**config.mk**
```make
export PLATFORM = sky130hd
export DESIGN_NAME = mdio_mgmt_master
export DESIGN_NICKNAME = d
export VERILOG_FILES = /design/src/rtl/mdio_mgmt_pkg.sv /design/src/rtl/mdio_clkgen.sv /design/src/rtl/mdio_frame_seq.sv /design/src/rtl/mdio_host_regs.sv /design/src/rtl/mdio_mgmt_master.sv
export SDC_FILE = /design/constraint.sdc
export NUM_CORES = 1
export LEC_CHECK = 0
export BUFFER_PORTS_ARGS = -buffer_cell sky130_fd_sc_hd__buf_2
export CAP_MARGIN = 40
export CORE_UTILIZATION = 59
export CTS_CLUSTER_DIAMETER = 120
export DETAILED_ROUTE_END_ITERATION = 12
export PLACE_DENSITY = 0.86
export SLEW_MARGIN = 15
export SYNTH_ARGS = -nofsm -noshare
export SYNTH_HDL_FRONTEND = slang
export SYNTH_HIERARCHICAL = 1
export SYNTH_SLANG_ARGS = --single-unit
```
**constraint.sdc**
```tcl
create_clock -name clk -period 4.46 [get_ports clk]
set_input_delay 0.223 -clock clk [delete_from_list [all_inputs] [get_ports clk]]
set_output_delay 0.223 -clock clk [all_outputs]
set_load 0.005 [all_outputs]
```
**src/rtl/mdio_mgmt_pkg.sv**
```systemverilog
package mdio_mgmt_pkg;

    typedef enum logic [2:0] {
        S_IDLE,
        S_PREAMBLE,
        S_SOF,
        S_OPCODE,
        S_PHYAD,
        S_REGAD,
        S_TURN,
        S_DATA
    } mdio_state_e;

    // host register indices
    localparam logic [1:0] SEL_CFG   = 2'd0;
    localparam logic [1:0] SEL_CTRL  = 2'd1;
    localparam logic [1:0] SEL_WDATA = 2'd2;
    localparam logic [1:0] SEL_RDATA = 2'd3;

    // control word field positions
    localparam int CTRL_PHY_LSB = 24;
    localparam int CTRL_REG_LSB = 16;
    localparam int CTRL_OP_LSB  = 14;
    localparam int CTRL_GO_BIT  = 11;
    localparam int CTRL_RDY_BIT = 7;

    // configuration field positions
    localparam int CFG_EN_BIT   = 6;
    localparam int CFG_KEEP_W   = 7;

    localparam logic [1:0] OPC_WRITE = 2'b01;
    localparam logic [1:0] OPC_READ  = 2'b10;

    function automatic mdio_state_e state_after(input mdio_state_e s);
        mdio_state_e n;
        unique case (s)
            S_IDLE:     n = S_PREAMBLE;
            S_PREAMBLE: n = S_SOF;
            S_SOF:      n = S_OPCODE;
            S_OPCODE:   n = S_PHYAD;
            S_PHYAD:    n = S_REGAD;
            S_REGAD:    n = S_TURN;
            S_TURN:     n = S_DATA;
            S_DATA:     n = S_IDLE;
            default:    n = S_IDLE;
        endcase
        return n;
    endfunction

    function automatic int state_len(input mdio_state_e s, input int pre_bits,
                                     input int addr_w, input int data_w);
        int n;
        unique case (s)
            S_IDLE:     n = 1;
            S_PREAMBLE: n = pre_bits;
            S_SOF:      n = 2;
            S_OPCODE:   n = 2;
            S_PHYAD:    n = addr_w;
            S_REGAD:    n = addr_w;
            S_TURN:     n = 2;
            S_DATA:     n = data_w;
            default:    n = 1;
        endcase
        return n;
    endfunction

endpackage

```
**src/rtl/mdio_clkgen.sv**
```systemverilog
module mdio_clkgen #(
    parameter int DIV_W = 6
) (
    input  logic             clk,
    input  logic             rst_n,
    input  logic             run,
    input  logic [DIV_W-1:0] div,
    output logic             mdc,
    output logic             rise_stb,
    output logic             fall_stb
);
    logic [DIV_W-1:0] cnt_q;
    logic [DIV_W-1:0] half_m1;
    logic             wrap;

    // zero divider behaves as divide-by-one
    assign half_m1  = (div == '0) ? '0 : div - 1'b1;
    assign wrap     = run && (cnt_q == half_m1);
    assign rise_stb = wrap && !mdc;
    assign fall_stb = wrap && mdc;

    always_ff @(posedge clk or negedge rst_n) begin
        if (!rst_n) begin
            cnt_q <= '0;
            mdc   <= 1'b0;
        end else if (!run) begin
            cnt_q <= '0;
            mdc   <= 1'b0;
        end else if (wrap) begin
            cnt_q <= '0;
            mdc   <= ~mdc;
        end else begin
            cnt_q <= cnt_q + 1'b1;
        end
    end
endmodule

```
**src/rtl/mdio_frame_seq.sv**
```systemverilog
module mdio_frame_seq
    import mdio_mgmt_pkg::*;
#(
    parameter int PRE_BITS = 32,
    parameter int ADDR_W   = 5,
    parameter int DATA_W   = 16
) (
    input  logic              clk,
    input  logic              rst_n,
    input  logic              start,
    input  logic              op_rd,
    input  logic [ADDR_W-1:0] phy_addr,
    input  logic [ADDR_W-1:0] reg_addr,
    input  logic [DATA_W-1:0] wdata,
    input  logic              rise_stb,
    input  logic              fall_stb,
    input  logic              mdio_i,
    output logic              busy,
    output logic              mdio_o,
    output logic              mdio_oe,
    output logic              rd_done,
    output logic [DATA_W-1:0] rd_value
);
    localparam int FRAME_W = PRE_BITS + 2 + 2 + 2 * ADDR_W + 2 + DATA_W;
    localparam int CNT_W   = $clog2(PRE_BITS + DATA_W + 1);

    mdio_state_e        st_q, st_nx;
    logic [CNT_W-1:0]   bcnt_q;
    logic [FRAME_W-1:0] sh_q;
    logic [FRAME_W-1:0] frame;
    logic [DATA_W-1:0]  rsh_q;
    logic               rd_q;
    logic               last_bit;
    logic               done_q;

    assign frame = {{PRE_BITS{1'b1}}, 2'b01,
                    (op_rd ? OPC_READ : OPC_WRITE),
                    phy_addr, reg_addr,
                    (op_rd ? 2'b11 : 2'b10),
                    (op_rd ? {DATA_W{1'b1}} : wdata)};

    assign last_bit = (int'(bcnt_q) == state_len(st_q, PRE_BITS, ADDR_W, DATA_W) - 1);

    // next-state logic
    always_comb begin
        st_nx = st_q;
        unique case (st_q)
            S_IDLE:     if (start) st_nx = S_PREAMBLE;
            S_PREAMBLE,
            S_SOF,
            S_OPCODE,
            S_PHYAD,
            S_REGAD,
            S_TURN,
            S_DATA:     if (fall_stb && last_bit) st_nx = state_after(st_q);
            default:    st_nx = S_IDLE;
        endcase
    end

    // state register
    always_ff @(posedge clk or negedge rst_n) begin
        if (!rst_n) st_q <= S_IDLE;
        else        st_q <= st_nx;
    end

    // outputs and datapath
    always_ff @(posedge clk or negedge rst_n) begin
        if (!rst_n) begin
            bcnt_q  <= '0;
            sh_q    <= '0;
            rsh_q   <= '0;
            rd_q    <= 1'b0;
            mdio_o  <= 1'b1;
            mdio_oe <= 1'b0;
            done_q  <= 1'b0;
        end else begin
            done_q <= 1'b0;
            if (st_q == S_IDLE) begin
                if (start) begin
                    bcnt_q  <= '0;
                    sh_q    <= frame;
                    rd_q    <= op_rd;
                    mdio_o  <= frame[FRAME_W-1];
                    mdio_oe <= 1'b1;
                end
            end else begin
                if (rise_stb && st_q == S_DATA && rd_q)
                    rsh_q <= {rsh_q[DATA_W-2:0], mdio_i};
                if (fall_stb) begin
                    sh_q   <= sh_q << 1;
                    bcnt_q <= last_bit ? '0 : bcnt_q + 1'b1;
                    if (st_nx == S_IDLE) begin
                        mdio_o  <= 1'b1;
                        mdio_oe <= 1'b0;
                        done_q  <= 1'b1;
                    end else begin
                        mdio_o  <= sh_q[FRAME_W-2];
                        mdio_oe <= !(rd_q && (st_nx == S_TURN || st_nx == S_DATA));
                    end
                end
            end
        end
    end

    assign busy     = (st_q != S_IDLE);
    assign rd_done  = done_q && rd_q;
    assign rd_value = rsh_q;

    // states advance only to their fixed successor
    a_r10_state_order: assert property (@(posedge clk) disable iff (!rst_n)
        (st_q != $past(st_q)) |-> (st_q == state_after($past(st_q))));

    // line not driven while idle
    a_r10_idle_released: assert property (@(posedge clk) disable iff (!rst_n)
        (st_q == S_IDLE) |-> !mdio_oe);

    // read frames release the line in turnaround and data
    a_r4_read_release: assert property (@(posedge clk) disable iff (!rst_n)
        (rd_q && (st_q == S_TURN || st_q == S_DATA)) |-> !mdio_oe);
endmodule

```
**src/rtl/mdio_host_regs.sv**
```systemverilog
module mdio_host_regs
    import mdio_mgmt_pkg::*;
#(
    parameter int ADDR_W = 5,
    parameter int DATA_W = 16,
    parameter int DIV_W  = 6
) (
    input  logic              clk,
    input  logic              rst_n,
    input  logic              wr_en,
    input  logic [1:0]        wr_sel,
    input  logic [31:0]       wr_data,
    input  logic [1:0]        rd_sel,
    output logic [31:0]       rd_data,
    input  logic              busy,
    input  logic              rd_done,
    input  logic [DATA_W-1:0] rd_value,
    output logic [DIV_W-1:0]  div,
    output logic              start,
    output logic              op_rd,
    output logic [ADDR_W-1:0] phy_addr,
    output logic [ADDR_W-1:0] reg_addr,
    output logic [DATA_W-1:0] wdata
);
    logic [CFG_KEEP_W-1:0] cfg_q;
    logic [31:0]           ctrl_q;
    logic [DATA_W-1:0]     wdata_q;
    logic [DATA_W-1:0]     rdata_q;
    logic [1:0]            opc;
    logic                  ctrl_wr;

    assign ctrl_wr  = wr_en && (wr_sel == SEL_CTRL);
    assign opc      = wr_data[CTRL_OP_LSB +: 2];
    assign op_rd    = (opc == OPC_READ);
    assign phy_addr = wr_data[CTRL_PHY_LSB +: ADDR_W];
    assign reg_addr = wr_data[CTRL_REG_LSB +: ADDR_W];
    assign wdata    = wdata_q;
    assign div      = cfg_q[DIV_W-1:0];

    assign start = ctrl_wr && wr_data[CTRL_GO_BIT] && cfg_q[CFG_EN_BIT] && !busy
                   && (opc == OPC_WRITE || opc == OPC_READ);

    always_ff @(posedge clk or negedge rst_n) begin
        if (!rst_n) begin
            cfg_q   <= '0;
            ctrl_q  <= '0;
            wdata_q <= '0;
            rdata_q <= '0;
        end else begin
            if (wr_en) begin
                unique case (wr_sel)
                    SEL_CFG:   cfg_q   <= wr_data[CFG_KEEP_W-1:0];
                    SEL_CTRL:  ctrl_q  <= wr_data;
                    SEL_WDATA: wdata_q <= wr_data[DATA_W-1:0];
                    SEL_RDATA: ;
                    default:   ;
                endcase
            end
            if (rd_done) rdata_q <= rd_value;
        end
    end

    always_comb begin
        rd_data = '0;
        unique case (rd_sel)
            SEL_CFG:   rd_data[CFG_KEEP_W-1:0] = cfg_q;
            SEL_CTRL: begin
                rd_data               = ctrl_q;
                rd_data[CTRL_RDY_BIT] = !busy;
            end
            SEL_WDATA: rd_data[DATA_W-1:0] = wdata_q;
            SEL_RDATA: rd_data[DATA_W-1:0] = rdata_q;
            default:   rd_data = '0;
        endcase
    end
endmodule

```
**src/rtl/mdio_mgmt_master.sv**
```systemverilog
module mdio_mgmt_master
    import mdio_mgmt_pkg::*;
#(
    parameter int PRE_BITS = 32,
    parameter int ADDR_W   = 5,
    parameter int DATA_W   = 16,
    parameter int DIV_W    = 6
) (
    input  logic        clk,
    input  logic        rst_n,
    input  logic        host_wr_en,
    input  logic [1:0]  host_wr_sel,
    input  logic [31:0] host_wr_data,
    input  logic [1:0]  host_rd_sel,
    output logic [31:0] host_rd_data,
    output logic        mdc,
    output logic        mdio_o,
    output logic        mdio_oe,
    input  logic        mdio_i
);
    logic              busy;
    logic              start;
    logic              op_rd;
    logic              rd_done;
    logic              rise_stb;
    logic              fall_stb;
    logic [DIV_W-1:0]  div;
    logic [ADDR_W-1:0] phy_addr;
    logic [ADDR_W-1:0] reg_addr;
    logic [DATA_W-1:0] wdata;
    logic [DATA_W-1:0] rd_value;

    mdio_host_regs #(.ADDR_W(ADDR_W), .DATA_W(DATA_W), .DIV_W(DIV_W)) u_regs (
        .clk      (clk),
        .rst_n    (rst_n),
        .wr_en    (host_wr_en),
        .wr_sel   (host_wr_sel),
        .wr_data  (host_wr_data),
        .rd_sel   (host_rd_sel),
        .rd_data  (host_rd_data),
        .busy     (busy),
        .rd_done  (rd_done),
        .rd_value (rd_value),
        .div      (div),
        .start    (start),
        .op_rd    (op_rd),
        .phy_addr (phy_addr),
        .reg_addr (reg_addr),
        .wdata    (wdata)
    );

    mdio_clkgen #(.DIV_W(DIV_W)) u_clk (
        .clk      (clk),
        .rst_n    (rst_n),
        .run      (busy),
        .div      (div),
        .mdc      (mdc),
        .rise_stb (rise_stb),
        .fall_stb (fall_stb)
    );

    mdio_frame_seq #(.PRE_BITS(PRE_BITS), .ADDR_W(ADDR_W), .DATA_W(DATA_W)) u_seq (
        .clk      (clk),
        .rst_n    (rst_n),
        .start    (start),
        .op_rd    (op_rd),
        .phy_addr (phy_addr),
        .reg_addr (reg_addr),
        .wdata    (wdata),
        .rise_stb (rise_stb),
        .fall_stb (fall_stb),
        .mdio_i   (mdio_i),
        .busy     (busy),
        .mdio_o   (mdio_o),
        .mdio_oe  (mdio_oe),
        .rd_done  (rd_done),
        .rd_value (rd_value)
    );

    // data and enable are steady across a rising MDC edge
    a_r11_steady_at_rise: assert property (@(posedge clk) disable iff (!rst_n)
        $rose(mdc) |-> ($stable(mdio_o) && $stable(mdio_oe)));

    // no clock while idle
    a_r8_mdc_quiet_idle: assert property (@(posedge clk) disable iff (!rst_n)
        !busy |-> !mdc);

    // accepted launch from the host ports makes the block busy
    a_r2_launch: assert property (@(posedge clk) disable iff (!rst_n)
        (host_wr_en && host_wr_sel == SEL_CTRL && host_wr_data[CTRL_GO_BIT] && !busy
         && host_rd_sel == host_rd_sel && div == div && phy_addr == phy_addr
         && start) |=> busy);
endmodule

```
==> results.toml, run 1 <==
[cts]
clkLatencyLatePin_ns = 0.43
cts.path.max_buffers = 2
clkSinkCount = 169
cts_tree = "done"
clkTransAtPathRegs_ns = 0.06
cts_resized = 0
numCtsBuffers = 17
cts_root_buf = "clkbuf_16"
postCtsSetupBuffers = 0
cts_max_level = 4

[global_route]
grt_pass1_wl_um = 28300
overflow = 0
track_usage_pct = 25.5
grt_pass1_vias = 5835
antenna_found_initial = 0
grt_max_degree = 95

[worst_setup_path]
timing_worst_setup_path_type = "reg -> reg"
cp.required_ns = 4.81
start_kind = "flip-flop"
r2r_slack_ns = 0.65
timing.critical_path.to = "u_seq/sh_q[18]"
startpoint = "u_regs/cfg_q[0]"
crit_arrival_ns = 4.16
rr_startpoint = "u_regs/cfg_q[0]"
crit_path_max_fanout = 23
reg2regPathDepth = 13
r2r_end = "u_seq/sh_q[18]"
endpoint_kind = "flip-flop"

[sta]
setup_violations = 0
maxSlewHeadroom_pct = 41.7
worst_slew_pin_slew_ns = 0.873
final.setup.worst_slack_ns = 0.651
min_period_ns = 3.81
drv_slew = 0
period_share_pct = 85.4
tns_ns = 0
clock_skew_ns = 0.00845
rsz0062_at_grt = "false"
hold_violations = 0
fmax_mhz = 263

[synth]
ys_seq_area_share_pct = 52.6
synth_nets = 762
synthCells = 711
synth_edf_count = 0
synth_area_um2 = 8040
synth_warnings = 6
synth_cell_type_count = 64
synth_ff_type = "dfrtp_1"
syn_avg_cell_area_um2 = 11.3
synth-async-reset-ratio_pct = 100
ys_ff_latch = 169

[drt]
drtIter0Drc = 472
ant_nets = 0
viasPerCell = 5.91
drtPass1Iterations = 5
drt-total-wl_um = 16800
drc_errors = 0
wire_per_inst_um = 17.7
num_vias = 5625

[job]
cap_violations = 0

[place]
portBuffers = 74
dp_hpwl_um = 11400
placed_cell_area_um2 = 8400
gp_congestion = 0.871
dp_slack_ns = 0.855

[pwr]
p_leak_nw = 4.30
power_density_nw_per_um2 = 467
worst_ir_drop_vdd_mv = 0.307

[final_layout]
drive_gt1_share_pct = 30.2
synthToLayoutAreaGrowth_pct = 11.9
fin_nets = 814
final_cell_area_um2 = 8990
diodes = 0

[worst_hold_path]
hp-class = "in -> reg"
hold_path_depth = 2

[floorplan]
die_h_um = 119
core-area_um2 = 13200
ios = 75
start_util_pct = 60.7
design.die.area_um2 = 14100
row_count = 42
die_x_um = 119

[status]
status = "finished, final reports clean"
-- logic make-up (layout without fill, tap and decap cells) --
group / Yosys count / count (layout) / synth area share (%)
AO/OA/AOI/OAI: 103 / 103 / 8.76
XOR/XNOR: 12 / 12 / 1.31
adder cells (fa/ha/maj): 11 / 11 / 1.71
buffers and inverters: 63 / 127 / 4.37
flip-flops: 169 / 169 / 52.6
multiplexers: 108 / 108 / 16.1
AND/OR/NAND/NOR: 245 / 245 / 15.1
-- metrics by stage --
stage                     util, %  total power, mW  std cells  hold WS [ns]
final                        67.9             4.20        951        0.0131
after CTS                    67.6             4.21        949       0.00330
after floorplan                 -             2.60        711       -0.0726
after global routing         67.9             4.40        951       0.00867
after global placement       63.4             2.77        917         0.341
after detailed placement     63.4             2.84        917         0.358
-- synth_stat cells (8+ instances only) --
cell type	count	area (um2)
a21oi_1	23	115
a22o_1	9	78.8
a31oi_1	13	81.3
and2_1	22	138
buf_4	20	150
clkbuf_1	23	86.3
dfrtp_1	168	4200
ha_1	11	138
inv_1	8	30.0
mux2_2	93	1050
nand2_1	108	405
nand2b_1	10	62.6
nand3_1	30	150
nor2_1	37	139
o21ai_0	26	130
o22a_1	9	78.8
xnor2_1	9	78.8
-- registers in the layout (all words and copies together) (netlist names), 3 cells and up --
register and flops:
u_seq/st_q 3, u_seq/sh_q 63, u_regs/ctrl_q 31, u_regs/cfg_q 7, u_regs/wdata 16, u_clk/cnt_q 6, u_regs/rdata_q 16, u_seq/bcnt_q 6
u_seq/rd_value 16
-- final cells by class --
cell class,count,area (um2)
repair buffers,88,509
fillers,931,4250
clock inverters,11,90.1
clock buffers,20,457
inverters,8,30.0
well taps,176,220
flip-flops and latches,169,4230
multi-input cells,479,3460
-- repair_timing --
item,CTS,global route
hold buffers,1,0
endpoints found under the setup margin,0,0
endpoints found under the hold margin,91,0
-- per-layer routing --
layer  routed length [um]  vias up  track usage [%]
met4                  365        0             11.2
met2                 8600      142             41.6
met1                 7220     2860             32.8
li1                     -     2578                -
met3                  616       45             5.65
met5                    0        -                0
-- cells in the final DEF, fill, tap and decap left out, types with 4 or more instances in the layout --
cell type	netlist	layout
buf_2	7	73
nand3_1	30	30
mux2i_1	4	4
o21ai_0	26	26
buf_4	20	11
and2_1	22	22
dfrtp_1	168	168
ha_1	11	11
inv_1	8	8
mux2_2	93	93
clkinv_4	0	4
nand2b_1	10	10
nor3b_1	4	4
clkbuf_16	0	17
mux4_2	7	7
nor2_1	37	37
a21oi_1	23	23
a22o_1	9	9
xnor2_1	9	9
o22a_1	9	9
a31oi_1	13	13
nand2_1	108	108
-- worst min-delay path by stage --
stage	endpoint	slack [ns]	startpoint
after floorplan	u_clk/cnt_q[0]	-0.07	rst_n
after global placement	u_seq/sh_q[48]	0.34	rst_n
after detailed placement	u_seq/sh_q[48]	0.36	rst_n
after CTS	u_regs/ctrl_q[21]	0.003	host_wr_data[21]
after global routing	u_regs/ctrl_q[21]	0.009	host_wr_data[21]
final	u_regs/ctrl_q[21]	0.01	host_wr_data[21]
-- worst max-delay path, cell delays in order (launching register included) --
cell and delay [ns]:
dfrtp_1 0.43, inv_1 0.08, ha_1 0.21, nor3b_1 0.66, nand2_1 0.16, mux2_2 0.32
xnor2_1 0.19, nor4_2 0.37, and3_1 0.27, nand2_1 0.09, nand2_1 0.38, buf_4 0.33
nor2_1 0.08, a31oi_1 0.14
-- report_power, final --
group	switching [mW]	total (mW)	internal, mW
Combinational	0.369	0.749	0.381
Sequential	0.246	2.09	1.84
Clock	0.618	1.37	0.749
Total	1.23	4.20	2.97
Note: power is estimated with default switching activity, not from simulation.
==> inputs of run 2 (changes only) <==
Settings changed: CORE_ASPECT_RATIO set to 1.75.
==> results.toml, run 2 (synthesis gave the netlist of run 1 again) <==
[status]
status = "finished with violations"
violations = "DRC"

[drt]
viasPerCell = 6.08
drtIter0Drc = 427
drt-total-wl_um = 17900
ant_nets = 0
num_vias = 5764
drtPass1Iterations = 9
wire_per_inst_um = 18.9
drc_errors = 1

[place]
portBuffers = 74
dp_slack_ns = 0.852
dp_hpwl_um = 12100
gp_congestion = 0.873

[final_layout]
largest-register = "u_seq/sh_q"
mostFrequentLayoutCell = "dfrtp_1"
diodes = 0
top_regs = "u_seq/sh_q x63, u_regs/ctrl_q x31"
mostFrequentLayoutCells = "dfrtp_1 (168), nand2_1 (108), mux2_2 (93)"
synthToLayoutAreaGrowth_pct = 11.8
drive_gt1_share_pct = 30.1
fin_nets = 813
largest_register_ff_count = 63

[sta]
maxSlewHeadroom_pct = 39.5
clock_skew_ns = 0.00834
min_period_ns = 3.82
fmax_mhz = 261
drv_slew = 0
setup_violations = 0
hold_violations = 0
period_share_pct = 85.7
tns_ns = 0
rsz0062_at_grt = "false"
final.setup.worst_slack_ns = 0.636
worst_slew_pin_slew_ns = 0.900

[worst_setup_path]
crit_family = "simple AND/OR/NAND/NOR gates"
cp_slowest_stage_delay_ns = 0.56
timing_worst_setup_path_type = "reg -> reg"
rr_startpoint = "u_regs/cfg_q[0]"
cp.required_ns = 4.78
start_kind = "flip-flop"
reg2regPathDepth = 14
r2r_slack_ns = 0.64
worst-path-buf-inv = 3
endpoint_kind = "flip-flop"
slowest_stage = "nor3b_1"
r2r_end = "u_seq/sh_q[4]"
crit_arrival_ns = 4.15
path_cells = "inv_1, ha_1, nor3b_1, nand2_1, mux2_2, xnor2_1, nor4_2, and3_1, and2_1, buf_4, nor2_1, buf_4, nand2_1, o21ai_0"
crit_path_max_fanout = 24

[floorplan]
row_count = 56
start_util_pct = 60.4
design.die.area_um2 = 14100
die_x_um = 90.2
ios = 75
die_h_um = 156
core-area_um2 = 13300

[worst_hold_path]
hold_end = "u_regs/ctrl_q[21]"
hold_path_depth = 2
hp-class = "in -> reg"
hp-start = "host_wr_data[21]"

[cts]
cts.path.max_buffers = 2
cts_root_buf = "clkbuf_16"
clkTransAtPathRegs_ns = 0.06
cts_tree = "done"
numCtsBuffers = 17
cts_max_level = 4
clkSinkCount = 169
clkLatencyLatePin_ns = 0.42
cts_resized = 0

[global_route]
antenna_found_initial = 0
overflow = 0
grt_pass1_wl_um = 29100
grt_pass1_vias = 6007
track_usage_pct = 26.5
grt_max_degree = 78

[pwr]
worst_ir_drop_vdd_mv = 0.278
power_density_nw_per_um2 = 479
p_leak_nw = 4.27

[job]
cap_violations = 0
[run 2: changes by cell type in the layout (fill, tap and decap cells not counted), sizes merged]
cell,before,now
dlymetal6s2s,1,0
clkbuf,20,19
clkinvlp,1,5
bufinv,0,2
clkinv,6,1
[run 2: repair_timing]
action                                 CTS  global route
buffers inserted                         0             0
endpoints found under the hold margin   75             0
setup endpoints to repair                0             0
hold buffers                             1             0
[run 2: layout make-up]
| class | instances | area (um2) |
|---|---|---|
| repair buffers | 87 | 473 |
| fillers | 915 | 4320 |
| flip-flops and latches | 169 | 4230 |
| multi-input cells | 479 | 3460 |
| inverters | 8 | 30.0 |
| clock buffers | 19 | 443 |
| clock inverters | 12 | 140 |
| well taps | 174 | 218 |
[run 2: worst max path at each step]
stage | to | start | slack, ns | cells after the start
floorplan | u_seq/sh_q[61] | u_regs/cfg_q[3] | 1.06 | 14
global placement | u_seq/bcnt_q[3] | u_regs/cfg_q[3] | 1.01 | 12
detailed placement | u_seq/bcnt_q[2] | u_regs/cfg_q[0] | 0.85 | 14
CTS | u_seq/sh_q[4] | u_regs/cfg_q[0] | 0.74 | 14
global route | u_seq/bcnt_q[3] | u_regs/cfg_q[0] | 0.35 | 14
finish | u_seq/sh_q[4] | u_regs/cfg_q[0] | 0.64 | 14
[run 2: routing by layer]
metal / routed length (um) / global-route usage (%)
met1: 6520 / 28.8
met2: 10000 / 48.7
met3: 610 / 3.94
met4: 717 / 15.4
met5: 0 / 0
[run 2: per-stage QoR]
stage	util, %	instances	instance area, um2	power (mW)	hold WS (ns)
global placement	63.0	915	8390	2.77	0.280
floorplan	-	711	8040	2.60	-0.0726
CTS	67.5	948	8990	4.32	0.00866
finish	67.5	948	8990	4.31	0.0229
detailed placement	63.1	916	8400	2.85	0.291
global route	67.5	948	8990	4.50	0.00789
[run 2: power breakdown]
part | switching (mW) | leakage, nW | internal, mW
logic | 0.378 | 1.95 | 0.379
registers | 0.258 | 2.05 | 1.84
clock network | 0.608 | 0.270 | 0.844
total | 1.24 | 4.27 | 3.06
==> inputs of run 3 (changes only) <==
Settings changed: RECOVER_POWER set to 50.
==> results.toml, run 3 (synthesis gave the netlist of run 1 again) <==
[status]
status = "finished with violations"
violations = "DRC, capacitance limit, slew limit"

[drt]
drtPass1Iterations = 11
num_vias = 5750
drc_errors = 1
wire_per_inst_um = 18.9
drt-total-wl_um = 17900
drtIter0Drc = 408
viasPerCell = 6.07
ant_nets = 0

[worst_hold_path]
hp-class = "in -> reg"
hold_path_depth = 2

[final_layout]
fin_nets = 813
drive_gt1_share_pct = 28.6
diodes = 0
largest-register = "u_seq/sh_q"
stdcell_count = 948
largest_register_ff_count = 63
synthToLayoutAreaGrowth_pct = 11.2
utilization_pct = 67.1
mostFrequentLayoutCells = "dfrtp_1 (168), nand2_1 (108), mux2_2 (91)"
top_regs = "u_seq/sh_q x63, u_regs/ctrl_q x31"
mostFrequentLayoutCell = "dfrtp_1"

[cts]
cts_tree = "done"
postCtsSetupBuffers = 0
cts_root_buf = "clkbuf_16"
clkSinkCount = 169
cts.path.max_buffers = 2
cts_resized = 0
clkLatencyLatePin_ns = 0.42
numCtsBuffers = 17
cts_max_level = 4
clkTransAtPathRegs_ns = 0.06

[sta]
rsz0062_at_grt = "false"
fmax_mhz = 255
maxSlewHeadroom_pct = -24.3
hold_violations = 0
period_share_pct = 87.8
worst_slew_pin_slew_ns = 1.86
timing.hold.ws_ns = 0.0231
clock_skew_ns = 0.00891
tns_ns = 0
drv_slew = 111
setup_violations = 0
min_period_ns = 3.92

[global_route]
grt_pass1_wl_um = 29100
grt_pass1_vias = 6007
antenna_found_initial = 0
grt_max_degree = 78
track_usage_pct = 26.5
overflow = 0

[floorplan]
die_h_um = 156
core-area_um2 = 13300
start_util_pct = 60.4
die_x_um = 90.2
row_count = 56
design.die.area_um2 = 14100
ios = 75

[place]
gp_congestion = 0.873
portBuffers = 74
dp_hpwl_um = 12100
placed_cells = 916

[worst_setup_path]
timing_worst_setup_path_type = "in -> reg"
cp.required_ns = 4.74
timing.critical_path.to = "u_seq/sh_q[4]"
startpoint = "host_wr_sel[1]"
reg2regPathDepth = 14
r2r_end = "u_seq/bcnt_q[3]"
crit_path_max_fanout = 32
crit_arrival_ns = 4.20
rr_startpoint = "u_regs/cfg_q[0]"
r2r_slack_ns = 0.65
endpoint_kind = "flip-flop"
start_kind = "input pin"

[pwr]
worst_ir_drop_vdd_mv = 0.278
power_density_nw_per_um2 = 481
p_leak_nw = 4.21

[job]
cap_violations = 2
[run 3: cell count changes in the layout (fill, tap and decap cells not counted), sizes merged]
cell,delta
clkbuf,+9
buf,-9
[run 3: worst min-delay path by stage]
stage	slack (ns)	start	end
final	0.02	host_wr_data[21]	u_regs/ctrl_q[21]
after global routing	0.008	host_wr_data[21]	u_regs/ctrl_q[21]
after CTS	0.009	host_wr_data[21]	u_regs/ctrl_q[21]
after detailed placement	0.29	rst_n	u_regs/ctrl_q[17]
after global placement	0.28	rst_n	u_regs/ctrl_q[17]
after floorplan	-0.07	rst_n	u_clk/cnt_q[0]
[run 3: timing repair]
item / CTS / global route
endpoints found under the hold margin: 75 / 0
hold buffers: 1 / 0
setup endpoints to repair: 0 / 0
[run 3: area by class of cell]
cell class / count / area, um2
Clock buffer: 19 / 443
Clock inverter: 12 / 140
Timing Repair Buffer: 87 / 455
Inverter: 8 / 30.0
Fill cell: 927 / 4380
Sequential cell: 169 / 4230
Tap cell: 174 / 218
Multi-Input combinational cell: 479 / 3420
[run 3: power by group]
part | total [mW] | internal (mW) | switching, mW
Sequential | 2.10 | 1.84 | 0.257
Combinational | 0.753 | 0.375 | 0.378
Clock | 1.45 | 0.844 | 0.608
Total | 4.30 | 3.06 | 1.24
[run 3: routing by layer]
| metal | routed length [um] | vias up | track usage [%] |
|---|---|---|---|
| met5 | 0 | - | 0 |
| met4 | 698 | 0 | 15.4 |
| met3 | 532 | 68 | 3.94 |
| met2 | 10100 | 189 | 48.7 |
| met1 | 6610 | 2917 | 28.8 |
| li1 | - | 2576 | - |
[run 3: critical path, cell delays in order]
cell	delay, ns
clkbuf_1	0.09
nand3b_1	1.27
nor4_1	1.33
and2_1	0.56
nor2_1	0.21
buf_4	0.26
nand2_1	0.11
o21ai_0	0.11
[run 3: per-stage QoR]
stage                     power, mW  cell area, um2  setup slack, ns
after global placement         2.77            8390             1.01
after detailed placement       2.85            8400            0.852
after CTS                      4.32            8990            0.745
after global routing           4.49            8940            0.328
final                          4.30            8940            0.542
after floorplan                2.60            8040             1.06
